### src/rtl/fop_pkg.sv
package fop_pkg;
  localparam int OP_W  = 8;
  localparam int PFX_W = 5;
  localparam int EXC_W = 6;
  localparam int FOP_W = 2 * OP_W - PFX_W;
  localparam logic [PFX_W-1:0] FP_PREFIX = 5'b11011;

  // exception flag bit positions
  typedef enum int {
    EXC_INVALID = 0,
    EXC_DENORM  = 1,
    EXC_ZDIV    = 2,
    EXC_OVFL    = 3,
    EXC_UNFL    = 4,
    EXC_PREC    = 5
  } exc_idx_e;
endpackage

### src/rtl/fop_pack.sv
module fop_pack #(
  parameter int OP_W  = fop_pkg::OP_W,
  parameter int PFX_W = fop_pkg::PFX_W,
  parameter logic [PFX_W-1:0] PREFIX = fop_pkg::FP_PREFIX,
  localparam int FOP_W = 2 * OP_W - PFX_W
) (
  input  logic [OP_W-1:0]  byte0_i,
  input  logic [OP_W-1:0]  byte1_i,
  output logic             legal_o,
  output logic [FOP_W-1:0] fop_o
);
  assign legal_o = (byte0_i[OP_W-1 -: PFX_W] == PREFIX);
  assign fop_o   = {byte0_i[OP_W-PFX_W-1:0], byte1_i};
endmodule

### src/rtl/fop_excp_qual.sv
module fop_excp_qual #(
  parameter int EXC_W = fop_pkg::EXC_W
) (
  input  logic [EXC_W-1:0] flags_i,
  input  logic [EXC_W-1:0] mask_i,
  output logic             unmasked_o
);
  logic [EXC_W-1:0] live;

  for (genvar g = 0; g < EXC_W; g++) begin : g_bit
    assign live[g] = flags_i[g] & ~mask_i[g];
  end

  assign unmasked_o = |live;
endmodule

### src/rtl/fop_hold_reg.sv
module fop_hold_reg #(
  parameter int W = fop_pkg::FOP_W
) (
  input  logic         clk_i,
  input  logic         rst_ni,
  input  logic         upd_i,
  input  logic [W-1:0] fop_i,
  input  logic         save_i,
  output logic [W-1:0] held_o,
  output logic         save_valid_o,
  output logic [W-1:0] save_fop_o
);
  logic [W-1:0] held_q;
  logic [W-1:0] save_q;
  logic         valid_q;

  always_ff @(posedge clk_i or negedge rst_ni) begin
    if (!rst_ni) begin
      held_q  <= '0;
      save_q  <= '0;
      valid_q <= 1'b0;
    end else begin
      if (upd_i)  held_q <= fop_i;
      if (save_i) save_q <= held_q;  // pre-update value on collision
      valid_q <= save_i;
    end
  end

  assign held_o       = held_q;
  assign save_valid_o = valid_q;
  assign save_fop_o   = save_q;

  p_hold_stable_r5: assert property (@(posedge clk_i) disable iff (!rst_ni)
    !upd_i |=> $stable(held_o));
  p_save_old_r7: assert property (@(posedge clk_i) disable iff (!rst_ni)
    save_i |=> (save_valid_o && save_fop_o == $past(held_o)));
  p_save_hold_r9: assert property (@(posedge clk_i) disable iff (!rst_ni)
    !save_i |=> (!save_valid_o && $stable(save_fop_o)));
endmodule

### src/rtl/fpu_lastop_capture.sv
module fpu_lastop_capture #(
  parameter int OP_W  = fop_pkg::OP_W,
  parameter int PFX_W = fop_pkg::PFX_W,
  parameter int EXC_W = fop_pkg::EXC_W,
  parameter logic [PFX_W-1:0] PREFIX = fop_pkg::FP_PREFIX,
  localparam int FOP_W = 2 * OP_W - PFX_W,
  localparam int LOW_W = OP_W - PFX_W
) (
  input  logic             clk_i,
  input  logic             rst_ni,
  input  logic             retire_i,
  input  logic [OP_W-1:0]  op_byte0_i,
  input  logic [OP_W-1:0]  op_byte1_i,
  input  logic             ctrl_insn_i,
  input  logic [EXC_W-1:0] exc_flags_i,
  input  logic [EXC_W-1:0] exc_mask_i,
  input  logic             compat_mode_i,
  input  logic             save_req_i,
  output logic             save_valid_o,
  output logic [FOP_W-1:0] save_fop_o,
  output logic             illegal_o
);
  logic             legal;
  logic [FOP_W-1:0] packed_fop;
  logic             unmasked;
  logic             upd;
  logic [FOP_W-1:0] held;
  logic             illegal_q;

  fop_pack #(.OP_W(OP_W), .PFX_W(PFX_W), .PREFIX(PREFIX)) u_pack (
    .byte0_i (op_byte0_i),
    .byte1_i (op_byte1_i),
    .legal_o (legal),
    .fop_o   (packed_fop)
  );

  fop_excp_qual #(.EXC_W(EXC_W)) u_qual (
    .flags_i    (exc_flags_i),
    .mask_i     (exc_mask_i),
    .unmasked_o (unmasked)
  );

  assign upd = retire_i & legal & ~ctrl_insn_i & (compat_mode_i | unmasked);

  fop_hold_reg #(.W(FOP_W)) u_hold (
    .clk_i        (clk_i),
    .rst_ni       (rst_ni),
    .upd_i        (upd),
    .fop_i        (packed_fop),
    .save_i       (save_req_i),
    .held_o       (held),
    .save_valid_o (save_valid_o),
    .save_fop_o   (save_fop_o)
  );

  always_ff @(posedge clk_i or negedge rst_ni) begin
    if (!rst_ni) illegal_q <= 1'b0;
    else         illegal_q <= retire_i & ~legal;
  end
  assign illegal_o = illegal_q;

  p_pack_r2: assert property (@(posedge clk_i) disable iff (!rst_ni)
    upd |=> (held[FOP_W-1 -: LOW_W] == $past(op_byte0_i[LOW_W-1:0])
             && held[OP_W-1:0] == $past(op_byte1_i)));
  p_compat_r3: assert property (@(posedge clk_i) disable iff (!rst_ni)
    (retire_i && compat_mode_i && !ctrl_insn_i
     && op_byte0_i[OP_W-1 -: PFX_W] == PREFIX) |=> held[OP_W-1:0] == $past(op_byte1_i));
  p_masked_r4: assert property (@(posedge clk_i) disable iff (!rst_ni)
    (!compat_mode_i && (exc_flags_i & ~exc_mask_i) == '0) |=> $stable(held));
  p_ctrl_r5: assert property (@(posedge clk_i) disable iff (!rst_ni)
    (retire_i && ctrl_insn_i) |=> $stable(held));
  p_illegal_r6: assert property (@(posedge clk_i) disable iff (!rst_ni)
    (retire_i && op_byte0_i[OP_W-1 -: PFX_W] != PREFIX) |=> (illegal_o && $stable(held)));
  p_no_illegal_r6: assert property (@(posedge clk_i) disable iff (!rst_ni)
    !retire_i |=> !illegal_o);
endmodule

### config.mk
export PLATFORM = sky130hd
export DESIGN_NAME = fpu_lastop_capture
export DESIGN_NICKNAME = d
export VERILOG_FILES = /design/src/rtl/fop_pkg.sv /design/src/rtl/fop_pack.sv /design/src/rtl/fop_excp_qual.sv /design/src/rtl/fop_hold_reg.sv /design/src/rtl/fpu_lastop_capture.sv
export SDC_FILE = /design/constraint.sdc
export NUM_CORES = 1
export LEC_CHECK = 0
export ABC_AREA = 1
export CAP_MARGIN = 20
export CELL_PAD_IN_SITES_DETAIL_PLACEMENT = 1
export CELL_PAD_IN_SITES_GLOBAL_PLACEMENT = 1
export CORE_ASPECT_RATIO = 0.6
export CORE_MARGIN = 2
export CORE_UTILIZATION = 42
export DETAILED_ROUTE_END_ITERATION = 10
export DONT_BUFFER_PORTS = 1
export HOLD_SLACK_MARGIN = 0.08
export PLACE_DENSITY = 0.72
export SLEW_MARGIN = 20
export SYNTH_ARGS = -nofsm -noshare
export SYNTH_HDL_FRONTEND = slang
export SYNTH_HIERARCHICAL = 1
export SYNTH_SLANG_ARGS = --single-unit
### constraint.sdc
create_clock -name clk_i -period 0.8 [get_ports clk_i]
set_input_delay 0.04 -clock clk_i [delete_from_list [all_inputs] [get_ports clk_i]]
set_output_delay 0.04 -clock clk_i [all_outputs]
set_load 0.005 [all_outputs]
# Word level (Yosys, flattened, before mapping)
# Cells that the tools add are included.
[classes]
add_sub_neg = 0
n_mul = 0
n_div = 0
magnitude_cmp = 0
n_eq_ne = 1
shift = 0
mux = 0
n_bitwise = 19
n_reduce_logical = 1
[ops]
columns = ["operator", "n"]
rows = [
  ["1-bit AND", 10],
  ["1-bit NOT", 8],
  ["6-bit OR reduction", 1],
  ["5-bit == test (second input constant)", 1],
  ["1-bit OR", 1],
]
[word_totals]
register_bits = 24
latchBits = 0
mem_bits_rw = 0
romBits = 0
in_bits = 34
output_inout_bits = 13
elab_cells = 25
mem_count = 0

# Depth between registers and ports, before layout
# Gate-level depths: netlist of the first run.
[depth]
depth_word = 5
mapped_depth = 11
ltp_nobuf = 10

# Cells and area by module
# The synthesis of the first run kept the hierarchy.
[by_module_without_submodules]
columns = ["mod", "instances", "cells_per_inst", "area_each_um2", "seq_area_each_um2"]
rows = [
  ["fop_hold_reg", 1, 95, 868.3, 575.6],
  ["fop_pack", 1, 15, 106.4, 0.0],
  ["fop_excp_qual", 1, 17, 65.1, 0.0],
  ["fpu_lastop_capture", 1, 7, 48.8, 25.0],
]

# Worst setup path after synthesis of the first run
# Ideal clock, no wire load.
[synth_timing]
path_kind = "input-to-reg"
start = "input exc_mask_i[5]"
end = "register u_hold.held_q[9], in the netlist u_hold/held_o[9]"
setup_time_ps = 116
arrival_time_ps = 734
t_required_ps = 684
slack_ps = -50
cell_stages = 11
n_path_buf = 1
path_cell_list = "inv_1 nand2_1 o21ai_1 inv_1 nand2_1 nor2_1 nor2_1 inv_2 buf_6 nand2_1 nand2_1"
[synth_via]
elab_chain_len = 5
[synth_rtl]
columns = ["element", "line", "rtl"]
rows = [
  ["from (decl)", "fpu_lastop_capture.sv:16", "input logic [EXC_W-1:0] exc_mask_i,"],
  ["1-bit NOT", "fop_excp_qual.sv:11", "assign live[g] = flags_i[g] & ~mask_i[g];"],
  ["1-bit AND", "fop_excp_qual.sv:11", ""],
  ["6-bit OR reduction", "fop_excp_qual.sv:14", "assign unmasked_o = |live;"],
  ["net unmasked", "fpu_lastop_capture.sv:25", "logic unmasked;"],
  ["1-bit OR", "fpu_lastop_capture.sv:43", "assign upd = retire_i & legal & ~ctrl_insn_i & (compat_mode_i | unmasked);"],
  ["1-bit AND", "fpu_lastop_capture.sv:43", ""],
  ["net upd", "fpu_lastop_capture.sv:26", "logic upd;"],
  ["to (signal assigned)", "fop_hold_reg.sv:23", "if (upd_i) held_q <= fop_i;"],
  ["to (decl)", "fop_hold_reg.sv:13", "logic [W-1:0] held_q;"],
]
# The timed path passes the listed nets, and every way through them passes these cells.
# A chain may end at the register's enable or synchronous reset.

# Final worst setup path of the first run
[layout_timing]
start = "register u_hold.save_q[1], in the netlist u_hold/save_fop_o[1]"
end = "output save_fop_o[1]"
[layout_lines]
columns = ["element", "line", "rtl"]
rows = [
  ["from (decl)", "fop_hold_reg.sv:14", "logic [W-1:0] save_q;"],
  ["from (signal assigned)", "fop_hold_reg.sv:24", "if (save_i) save_q <= held_q;"],
  ["to (decl)", "fpu_lastop_capture.sv:20", "output logic [FOP_W-1:0] save_fop_o,"],
]
# No word-level cell between the ends.

==> results of run 1 <==
power by group:
group	switching (mW)	internal, mW
Combinational	0.145	0.130
Clock	0.355	0.336
Sequential	0.101	1.36
Total	0.601	1.83
sequential cells by signal (all words and copies together), names as in the netlist:
signal / cells
u_hold/save_fop_o: 11
u_hold/held_o: 11
illegal_o: 1
u_hold/save_valid_o: 1
worst max-delay path by stage:
stage,endpoint,slack [ns],depth (start not counted)
after floorplan,u_hold/held_o[9]$_DFFE_PN0P_,-0.04,9
after detailed placement,u_hold/held_o[3]$_DFFE_PN0P_,-0.15,10
after global placement,u_hold/held_o[9]$_DFFE_PN0P_,-0.14,10
final,save_fop_o[1],0.09,0
after CTS,save_fop_o[1],0.08,0
after global routing,u_hold/held_o[0]$_DFFE_PN0P_,0.004,10
Yosys cell counts:
cell     number  area share [%]
nand3_1       1            0.46
nor2_2        1            0.58
nand2_1      75              26
buf_6         2             2.1
dfrtp_1      24              55
inv_1        10             3.4
nor2_1        4             1.4
o21ai_1       1            0.46
nand3_2       1            0.92
buf_4        13             9.0
inv_2         2            0.69
placed cells by master, fill, tap and decap left out:
cell           count
nand3_1            1
nor2_2             3
inv_2              2
nand2_1           75
buf_12             1
inv_1              9
buf_4              1
nor2_1             2
clkbuf_8           3
nand3_2            1
dfrtp_1           24
inv_8              1
dlygate4sd3_1     14
o21ai_1            1
kinds of logic (layout without fill, tap and decap cells):
group | after synthesis | after routing
DFF | 24 | 24
AOI/OAI and AO/OA | 1 | 1
buffers and inverters | 27 | 31
and+or+nand+nor | 82 | 82
final cells by class:
class                           count  share of cell area, %
Clock buffer                        3                   3.36
Inverter                           12                   4.27
Multi-Input combinational cell     83                   26.7
Sequential cell                    24                   48.8
Tap cell                           32                   3.26
Timing Repair Buffer               16                   13.6
stage by stage:
stage               TNS, ns  power, mW  instance area [um2]  std cells  hold slack, ns
global placement      -1.50       1.65                 1030        152          -0.255
floorplan            -0.386       1.66                 1100        134          -0.256
CTS                       0       2.46                 1230        170          -0.205
global route              0       2.57                 1230        170          -0.219
detailed placement    -1.56       1.68                 1030        152          -0.255
finish                    0       2.43                 1230        170          -0.199
per-layer routing:
metal	vias up	part of all wire (%)	wire [um]
li1	390	-	-
met1	381	44	1070
met2	30	49	1190
met3	0	6.5	156
met4	0	0	0
met5	-	0	0
timing repair:
item | 4_1_cts | 5_1_grt
endpoints found under the setup margin | 0 | 10
resized for setup | 0 | 1
endpoints found under the hold margin | 48 | 12
==> flow_summary.yaml, run 1 <==
detailed_routing:
  num_vias: 801
  route.detailed.drc: 0
  dr.pass1.iters: 2
  drt_wl_total_mm: 2.41
  viasPerCell: 4.71
  drtIter0Drc: 30
  detail-route-antenna-nets: 0
  wl_per_cell_um: 14.2
clocking:
  clk_path_buf_depth: 2
  clkSinkCount: 24
  path_clk_slew_ns: 0.08
  ctsHoldBuffers: 15
  h-tree-depth: 1
  cts_setup_buffers: 0
  clk_latency_ns: 0.26
  cts_inserted_buffers: 3
  cts_tree: "done"
  cts-root-buf: "clkbuf_8"
yosys:
  synth_top_family_by_area: "simple AND/OR/NAND/NOR gates"
  synthSimpleGateAreaFrac_pct: 29.2
  synthXorXnorAreaFrac_pct: 0
  syn_area_um2: 1090
  synth-compound-area-share_pct: 0.460
  synth.yosys.seq_area_share_pct: 55.2
  ys_types: 11
  syn_nets: 168
  postSynthAreaPerCell_um2: 8.12
  synthesis.instances: 134
  synthAdderAreaFrac_pct: 0
  synth_mux_area_share_pct: 0
  ys_ff_latch: 24
  yosysWarnings: 6
global_routing:
  grt_use_total_pct: 17.4
  grt_use_met1_pct: 20.5
  antenna_found_initial: 0
  globalRouteMet2Util_pct: 32.5
  grt_pass1_wl_mm: 4.05
  use_met3_pct: 5.81
  grt_pass1_vias: 838
  busiest_layer: "met2"
  grt_overflow_total: 0
  grt_max_degree: 25
status:
  outcome: "complete, but fails checks"
  violations: "hold timing"
worst_hold_path:
  holdCritPathClass: "in2reg"
  min_from: "save_req_i"
  whs_endpoint: "u_hold/save_valid_o$_DFF_PN0_"
  whs_path_depth: 0
worst_setup_path:
  end_kind: "primary output"
  reg2reg_from: "u_hold/held_o[0]$_DFFE_PN0P_"
  reg2reg_to: "u_hold/save_fop_o[0]$_DFFE_PN0P_"
  r2r_setup_slack_ns: 0.15
  worst_ep_required_time_ns: 0.76
  cp-start-kind: "register"
  path_max_fanout: 2
  crit_path_start: "u_hold/save_fop_o[1]$_DFFE_PN0P_"
  path_class: "reg2out"
  r2r_cells: 2
  cp_data_arrival_time_ns: 0.67
final_layout:
  seq_area_um2: 601
  drive_gt1_share_pct: 8.70
  utilization_pct: 49.4
  antenna_cells: 0
  area_growth_pct: 13.0
  multi_input_area_um2: 328
  fillers: 319
  layout.nets: 174
timing:
  drv_slew: 0
  min_period_ns: 0.709
  timing.hold.ws_ns: -0.199
  fin_skew_ns: 0.00173
  finalWorstSetupSlack_ns: 0.0914
  timing.fmax_mhz: 1410
  fin_crit_sh_pct: 88.6
  finalSetupViolCount: 0
  hold_viol_final: 12
  slew_headroom_pct: 86.8
  grt_setup_unrepaired: "false"
  worstMarginPinSlew_ns: 0.198
floorplanning:
  core_um2: 2490
  die-area_um2: 3030
  row_count: 14
  io_pins: 47
  fp.dieH_um: 43.4
  die_x_um: 69.7
  start_util_pct: 43.8
power:
  powerDensity_nw_per_um2: 1980
  vdd_drop_max_mv: 0.630
  leakagePower_nw: 0.693
place:
  place_hpwl_mm: 1.74
  place.gp.congestion: 0.691
  io_buffer_count: 0
  post-place-ws_ns: -0.153
run:
  cap_violations: 0
No activity file was read; power rests on OpenSTA's default activity.
==> run 2, diff against run 1 <==
--- a/config.mk
+++ b/config.mk
@@ -7,15 +7,17 @@
 export LEC_CHECK = 0
 export ABC_AREA = 1
 export CAP_MARGIN = 20
-export CELL_PAD_IN_SITES_DETAIL_PLACEMENT = 1
-export CELL_PAD_IN_SITES_GLOBAL_PLACEMENT = 1
+export CELL_PAD_IN_SITES_DETAIL_PLACEMENT = 2
+export CELL_PAD_IN_SITES_GLOBAL_PLACEMENT = 2
 export CORE_ASPECT_RATIO = 0.6
 export CORE_MARGIN = 2
-export CORE_UTILIZATION = 42
+export CORE_UTILIZATION = 32
 export DETAILED_ROUTE_END_ITERATION = 10
 export DONT_BUFFER_PORTS = 1
+export GPL_ROUTABILITY_DRIVEN = 0
 export HOLD_SLACK_MARGIN = 0.08
-export PLACE_DENSITY = 0.72
+export MAX_ROUTING_LAYER = met4
+export PLACE_DENSITY = 0.71
 export SLEW_MARGIN = 20
 export SYNTH_ARGS = -nofsm -noshare
 export SYNTH_HDL_FRONTEND = slang
==> run 2 against run 1 <==
Utilization decreased by 11 points. Largest power group unchanged. First-iteration DRC count decreased by 37%. Clock skew increased by 0.0041 ns. Setup slack got worse by 0.011 ns. Die area increased by 29%. Count of clock-buffer cells in the layout increased by 1. Critical path depth unchanged. Global-route usage decreased by 1.7 points. The flow still finishes with violations (hold timing). Non-clock buffer count increased by 1. Register-to-register slack got worse by 0.02 ns.
==> flow_summary.yaml, run 2 (synthesized netlist as in run 1, its figures left out) <==
detailed_routing:
  drtIter0Drc: 19
  route.detailed.drc: 0
  viasPerCell: 4.33
  num_vias: 801
  wl_per_cell_um: 14.0
  detail-route-antenna-nets: 0
  drt_wl_total_mm: 2.60
  dr.pass1.iters: 2
worst_setup_path:
  r2r_cells: 2
  path_max_fanout: 2
  reg2reg_to: "u_hold/save_fop_o[5]$_DFFE_PN0P_"
  reg2reg_from: "u_hold/save_fop_o[5]$_DFFE_PN0P_"
  r2r_setup_slack_ns: 0.13
  worst_ep_required_time_ns: 0.76
  end_kind: "primary output"
  path_class: "reg2out"
  cp_data_arrival_time_ns: 0.68
  cp-start-kind: "register"
worst_hold_path:
  min_from: "save_req_i"
  holdCritPathClass: "in2reg"
  whs_path_depth: 0
  whs_endpoint: "u_hold/save_valid_o$_DFF_PN0_"
final_layout:
  antenna_cells: 0
  layout.nets: 175
  final_common_cell: "nand2_1"
  most-common-layout-cells: "nand2_1, dfrtp_1, dlygate4sd3_1"
  drive_gt1_share_pct: 9.29
  area_growth_pct: 16.2
  post-route-cell-area_um2: 1260
  fillers: 382
clocking:
  clk_latency_ns: 0.26
  clk_path_buf_depth: 2
  ctsHoldBuffers: 15
  cts_inserted_buffers: 3
  cts_setup_buffers: 0
  h-tree-depth: 1
  cts_tree: "done"
  path_clk_slew_ns: 0.08
  cts-root-buf: "clkbuf_8"
  clkSinkCount: 24
power:
  vdd_drop_max_mv: 0.686
  p_int_mw: 1.93
  clockPowerShare_pct: 31.9
  leakagePower_nw: 0.706
  comb_power_share_pct: 10.8
  powerDensity_nw_per_um2: 2020
  power_mw: 2.55
  switching_share_pct: 24.4
  p_seq_share_pct: 57.3
  p_switching_mw: 0.622
run:
  cap_violations: 0
timing:
  grt_setup_unrepaired: "false"
  tns_ns: 0
  timing.fmax_mhz: 1390
  finalSetupViolCount: 0
  drv_slew: 0
  min_period_ns: 0.719
  hold_viol_final: 12
  slew_headroom_pct: 85.8
  worstMarginPinSlew_ns: 0.213
  finalWorstSetupSlack_ns: 0.0806
  fin_skew_ns: 0.00584
  timing.hold.ws_ns: -0.197
  fin_crit_sh_pct: 89.9
floorplanning:
  fp.dieH_um: 49.2
  die_x_um: 79.3
  row_count: 16
  start_util_pct: 33.4
  core_um2: 3260
  die-area_um2: 3900
  io_pins: 47
global_routing:
  grt_pass1_vias: 941
  use_met3_pct: 4.63
  grt_pass1_wl_mm: 4.55
  grt_use_met1_pct: 20.3
  grt_overflow_total: 0
  antenna_found_initial: 0
  grt_max_degree: 25
  globalRouteMet2Util_pct: 24.4
  grt_use_total_pct: 15.6
  busiest_layer: "met2"
status:
  violations: "hold timing"
  outcome: "complete, but fails checks"
place:
  post-place-ws_ns: -0.169
  place_hpwl_mm: 1.86
  io_buffer_count: 0
  place_area_um2: 1050
run 2: cell types whose count changed in the layout (fill, tap and decap cells not counted):
cell / before / now
buf_4: 1 / 2
clkbuf_8: 3 / 4
nor2_1: 2 / 3
nor2_2: 3 / 2
run 2: cell type report:
cell class,instances,area (um2),share of cell area [%]
sequential,24,601,47.5
multi-input combinational,83,325,25.7
timing repair buffer,17,175,13.8
tap,45,56.3,4.45
clock buffer,4,55.1,4.35
inverter,12,52.6,4.15
run 2: repair_timing:
item | 4_1_cts | 5_1_grt
endpoints found under the setup margin | 0 | 0
gates resized for setup | 0 | 0
endpoints found under the hold margin | 48 | 12
run 2: worst register-to-register path: cells and delay by family, from the launching register on:
family / cells / cell delay [ns]
flip-flops: 1 / 0.42
AND/OR/NAND/NOR: 2 / 0.15
run 2: power groups by stage:
| stage | logic [mW] | registers, mW | clock network [mW] |
|---|---|---|---|
| 2_1_floorplan | 0.203 | 1.46 | 0 |
| 3_3_place_gp | 0.171 | 1.48 | 0 |
| 3_5_place_dp | 0.186 | 1.49 | 0 |
| 4_1_cts | 0.279 | 1.47 | 0.842 |
| 5_1_grt | 0.330 | 1.48 | 0.897 |
| 6_report | 0.276 | 1.46 | 0.814 |
run 2: worst max path at each step:
stage / from / endpoint / slack, ns / cells past startpoint
6_report: u_hold/save_fop_o[5]$_DFFE_PN0P_ / save_fop_o[5] / 0.08 / 0
3_5_place_dp: exc_mask_i[2] / u_hold/held_o[2]$_DFFE_PN0P_ / -0.17 / 10
3_3_place_gp: exc_mask_i[3] / u_hold/held_o[2]$_DFFE_PN0P_ / -0.11 / 10
4_1_cts: u_hold/save_fop_o[5]$_DFFE_PN0P_ / save_fop_o[5] / 0.07 / 0
2_1_floorplan: op_byte0_i[5] / u_hold/held_o[9]$_DFFE_PN0P_ / -0.04 / 9
5_1_grt: exc_mask_i[2] / u_hold/held_o[2]$_DFFE_PN0P_ / 0.008 / 10
run 2: through the flow:
| step | utilization, % | cells |
|---|---|---|
| 4_1_cts | 38.8 | 185 |
| 6_report | 38.8 | 185 |
| 3_5_place_dp | 32.2 | 166 |
| 2_1_floorplan | - | 134 |
| 5_1_grt | 38.8 | 185 |
| 3_3_place_gp | 32.2 | 166 |
run 2: routing by layer:
layer	up-vias	part of all wire, %
met5	-	0
met4	0	0.27
met3	2	5.2
met2	24	46
met1	381	48
li1	394	-
==> run 3, diff against run 2 <==
--- a/config.mk
+++ b/config.mk
@@ -5,19 +5,18 @@
 export SDC_FILE = /design/constraint.sdc
 export NUM_CORES = 1
 export LEC_CHECK = 0
-export ABC_AREA = 1
 export CAP_MARGIN = 20
 export CELL_PAD_IN_SITES_DETAIL_PLACEMENT = 2
 export CELL_PAD_IN_SITES_GLOBAL_PLACEMENT = 2
 export CORE_ASPECT_RATIO = 0.6
 export CORE_MARGIN = 2
-export CORE_UTILIZATION = 32
+export CORE_UTILIZATION = 39
 export DETAILED_ROUTE_END_ITERATION = 10
 export DONT_BUFFER_PORTS = 1
 export GPL_ROUTABILITY_DRIVEN = 0
 export HOLD_SLACK_MARGIN = 0.08
 export MAX_ROUTING_LAYER = met4
-export PLACE_DENSITY = 0.71
+export PLACE_DENSITY = 0.73
 export SLEW_MARGIN = 20
 export SYNTH_ARGS = -nofsm -noshare
 export SYNTH_HDL_FRONTEND = slang
==> run 3 against run 2 <==
Die area shrank 15%. Highest routed layer unchanged. Sequential power is essentially flat. Register-to-register slack lost 0.13 ns. The flow finishes with violations (hold timing, setup timing). Final area grew 17%. Combinational power grew 110%. Sequential share of layout area shrank 6.9 points. Wire length shrank 11%. Total power grew 8.2%. Hold slack gained 0.0034 ns. Clock power shrank 16%.
==> flow_summary.yaml, run 3 <==
place:
  place_hpwl_mm: 1.70
  io_buffer_count: 0
  dp.cells: 107
  place_area_um2: 1170
worst_setup_path:
  end_kind: "register"
  path_class: "in2reg"
  cp_data_arrival_time_ns: 1.13
  reg2reg_to: "u_hold/save_fop_o[3]$_DFFE_PN0P_"
  cp-start-kind: "input port"
  r2r_cells: 1
  reg2reg_from: "u_hold/save_fop_o[3]$_DFFE_PN0P_"
  r2r_setup_slack_ns: 0
  path_max_fanout: 7
  worst_ep_required_time_ns: 0.95
final_layout:
  area_growth_pct: 32.1
  most-common-layout-cells: "dfrtp_1, mux2_4, dlygate4sd3_1, buf_6, clkbuf_8"
  fin_cells: 124
  post-route-cell-area_um2: 1480
  fillers: 235
  layout.nets: 128
  drive_gt1_share_pct: 56.5
  antenna_cells: 0
  final_common_cell: "dfrtp_1"
timing:
  fin_crit_sh_pct: 123
  min_period_ns: 0.981
  worstMarginPinSlew_ns: 0.192
  slew_headroom_pct: 87.2
  hold_viol_final: 12
  timing.hold.ws_ns: -0.194
  fin_skew_ns: 0.00116
  timing.fmax_mhz: 1020
  finalWorstSetupSlack_ns: -0.181
  grt_setup_unrepaired: "true"
  drv_slew: 0
  finalSetupViolCount: 22
yosys:
  syn_nets: 109
  synth-main-ff-cell: "dfrtp_1"
  yosysWarnings: 6
  synth_top_area_share_pct: 53.6
  ys_top_cells_by_count: "dfrtp_1, mux2_4, buf_4, inv_1, o22ai_1"
  syn_area_um2: 1120
  yosysMostFrequentCell: "dfrtp_1"
  synth_area_leader_cell: "dfrtp_1"
  synthesis.instances: 75
  ys_ff_latch: 24
  ys_types: 14
  postSynthAreaPerCell_um2: 14.9
  synth.yosys.seq_area_share_pct: 53.6
  synth_area_leaders: "dfrtp_1, mux2_4, buf_4"
  synth_edf_count: 0
  synthArstFlopShare_pct: 100
detailed_routing:
  detail-route-antenna-nets: 0
  num_vias: 604
  route.detailed.drc: 0
  dr.pass1.iters: 2
  drt_wl_total_mm: 2.32
  wl_per_cell_um: 18.7
  viasPerCell: 4.87
  drtIter0Drc: 17
global_routing:
  grt_max_degree: 25
  grt_overflow_total: 0
  antenna_found_initial: 0
  grt_pass1_wl_mm: 3.68
  grt_use_total_pct: 16.1
  grt_pass1_vias: 713
clocking:
  path_clk_slew_ns: 0.08
  h-tree-depth: 1
  cts_tree: "done"
  cts-root-buf: "clkbuf_8"
  clk_latency_ns: 0.26
  cts_inserted_buffers: 3
  clk_path_buf_depth: 2
  clkSinkCount: 24
  cts_setup_buffers: 0
  ctsHoldBuffers: 14
worst_hold_path:
  whs_endpoint: "u_hold/save_valid_o$_DFF_PN0_"
  holdCritPathClass: "in2reg"
  whs_path_depth: 0
  min_from: "save_req_i"
floorplanning:
  io_pins: 47
  die-area_um2: 3330
  fp.dieH_um: 45.5
  row_count: 14
  start_util_pct: 42.9
  core_um2: 2610
  die_x_um: 73.2
run:
  cap_violations: 0
power:
  powerDensity_nw_per_um2: 1870
  leakagePower_nw: 0.702
  vdd_drop_max_mv: 1.03
status:
  violations: "hold timing, setup timing"
  outcome: "complete, but fails checks"
-- run 3: metrics by stage --
| stage | setup slack (ns) | setup TNS (ns) | power (mW) | hold WS [ns] | util [%] |
|---|---|---|---|---|---|
| floorplan | -0.402 | -4.24 | 1.79 | -0.256 | - |
| CTS | -0.215 | -2.50 | 2.78 | -0.203 | 54.7 |
| global placement | -0.465 | -4.94 | 1.89 | -0.255 | 44.7 |
| global route | -0.202 | -2.69 | 2.91 | -0.212 | 56.7 |
| detailed placement | -0.526 | -5.57 | 1.92 | -0.255 | 44.7 |
| finish | -0.181 | -2.10 | 2.76 | -0.194 | 56.7 |
-- run 3: routing by layer --
| metal | up-vias | part of all wire, % | routed length, um | global-route usage [%] |
|---|---|---|---|---|
| li1 | 273 | - | - | - |
| met1 | 307 | 41 | 945 | 18.9 |
| met2 | 22 | 54 | 1250 | 28.1 |
| met3 | 2 | 5.1 | 118 | 5.31 |
| met4 | 0 | 0.34 | 8 | 2.22 |
| met5 | - | 0 | 0 | - |
-- run 3: report_power, final --
group          switching (mW)  internal [mW]
logic                   0.141          0.443
registers               0.115           1.37
clock network           0.351          0.336
total                   0.608           2.15
-- run 3: repair_timing --
action	in CTS	in global routing
gates cloned	0	0
setup endpoints to repair	22	26
resized for setup	16	14
hold endpoints to repair	48	13
pin swaps	4	4
-- run 3: worst max-delay path by stage --
| stage | startpoint | slack [ns] | depth (start not counted) | to |
|---|---|---|---|---|
| floorplan | exc_flags_i[3] | -0.40 | 7 | u_hold/held_o[0]$_DFFE_PN0P_ |
| global placement | exc_flags_i[3] | -0.46 | 7 | u_hold/held_o[3]$_DFFE_PN0P_ |
| detailed placement | op_byte0_i[7] | -0.53 | 6 | u_hold/held_o[6]$_DFFE_PN0P_ |
| CTS | op_byte0_i[3] | -0.22 | 6 | u_hold/held_o[7]$_DFFE_PN0P_ |
| global route | op_byte0_i[3] | -0.20 | 6 | u_hold/held_o[3]$_DFFE_PN0P_ |
| finish | op_byte0_i[3] | -0.18 | 6 | u_hold/held_o[4]$_DFFE_PN0P_ |
-- run 3: final cells by class --
class | count | area, um2 | area share [%]
flip-flops and latches | 24 | 601 | 40.6
multi-input cells | 32 | 455 | 30.8
repair buffers | 27 | 297 | 20.1
inverters | 6 | 45.0 | 3.05
clock buffers | 3 | 41.3 | 2.79
well taps | 32 | 40.0 | 2.71
-- run 3: logic make-up (layout without fill, tap and decap cells) --
logic type / Yosys count / count (layout) / share of synthesized area [%]
compound gates: 3 / 3 / 1.68
buf+inv: 19 / 36 / 11.4
flops: 24 / 24 / 53.6
mux: 22 / 22 / 28.8
simple gates: 7 / 7 / 4.47
-- run 3: critical path: stages --
cell and delay (ns):
nand3_4 0.06, nor3b_4 0.21, nand2_2 0.10, nor3_4 0.21, buf_6 0.18, mux2_4 0.31
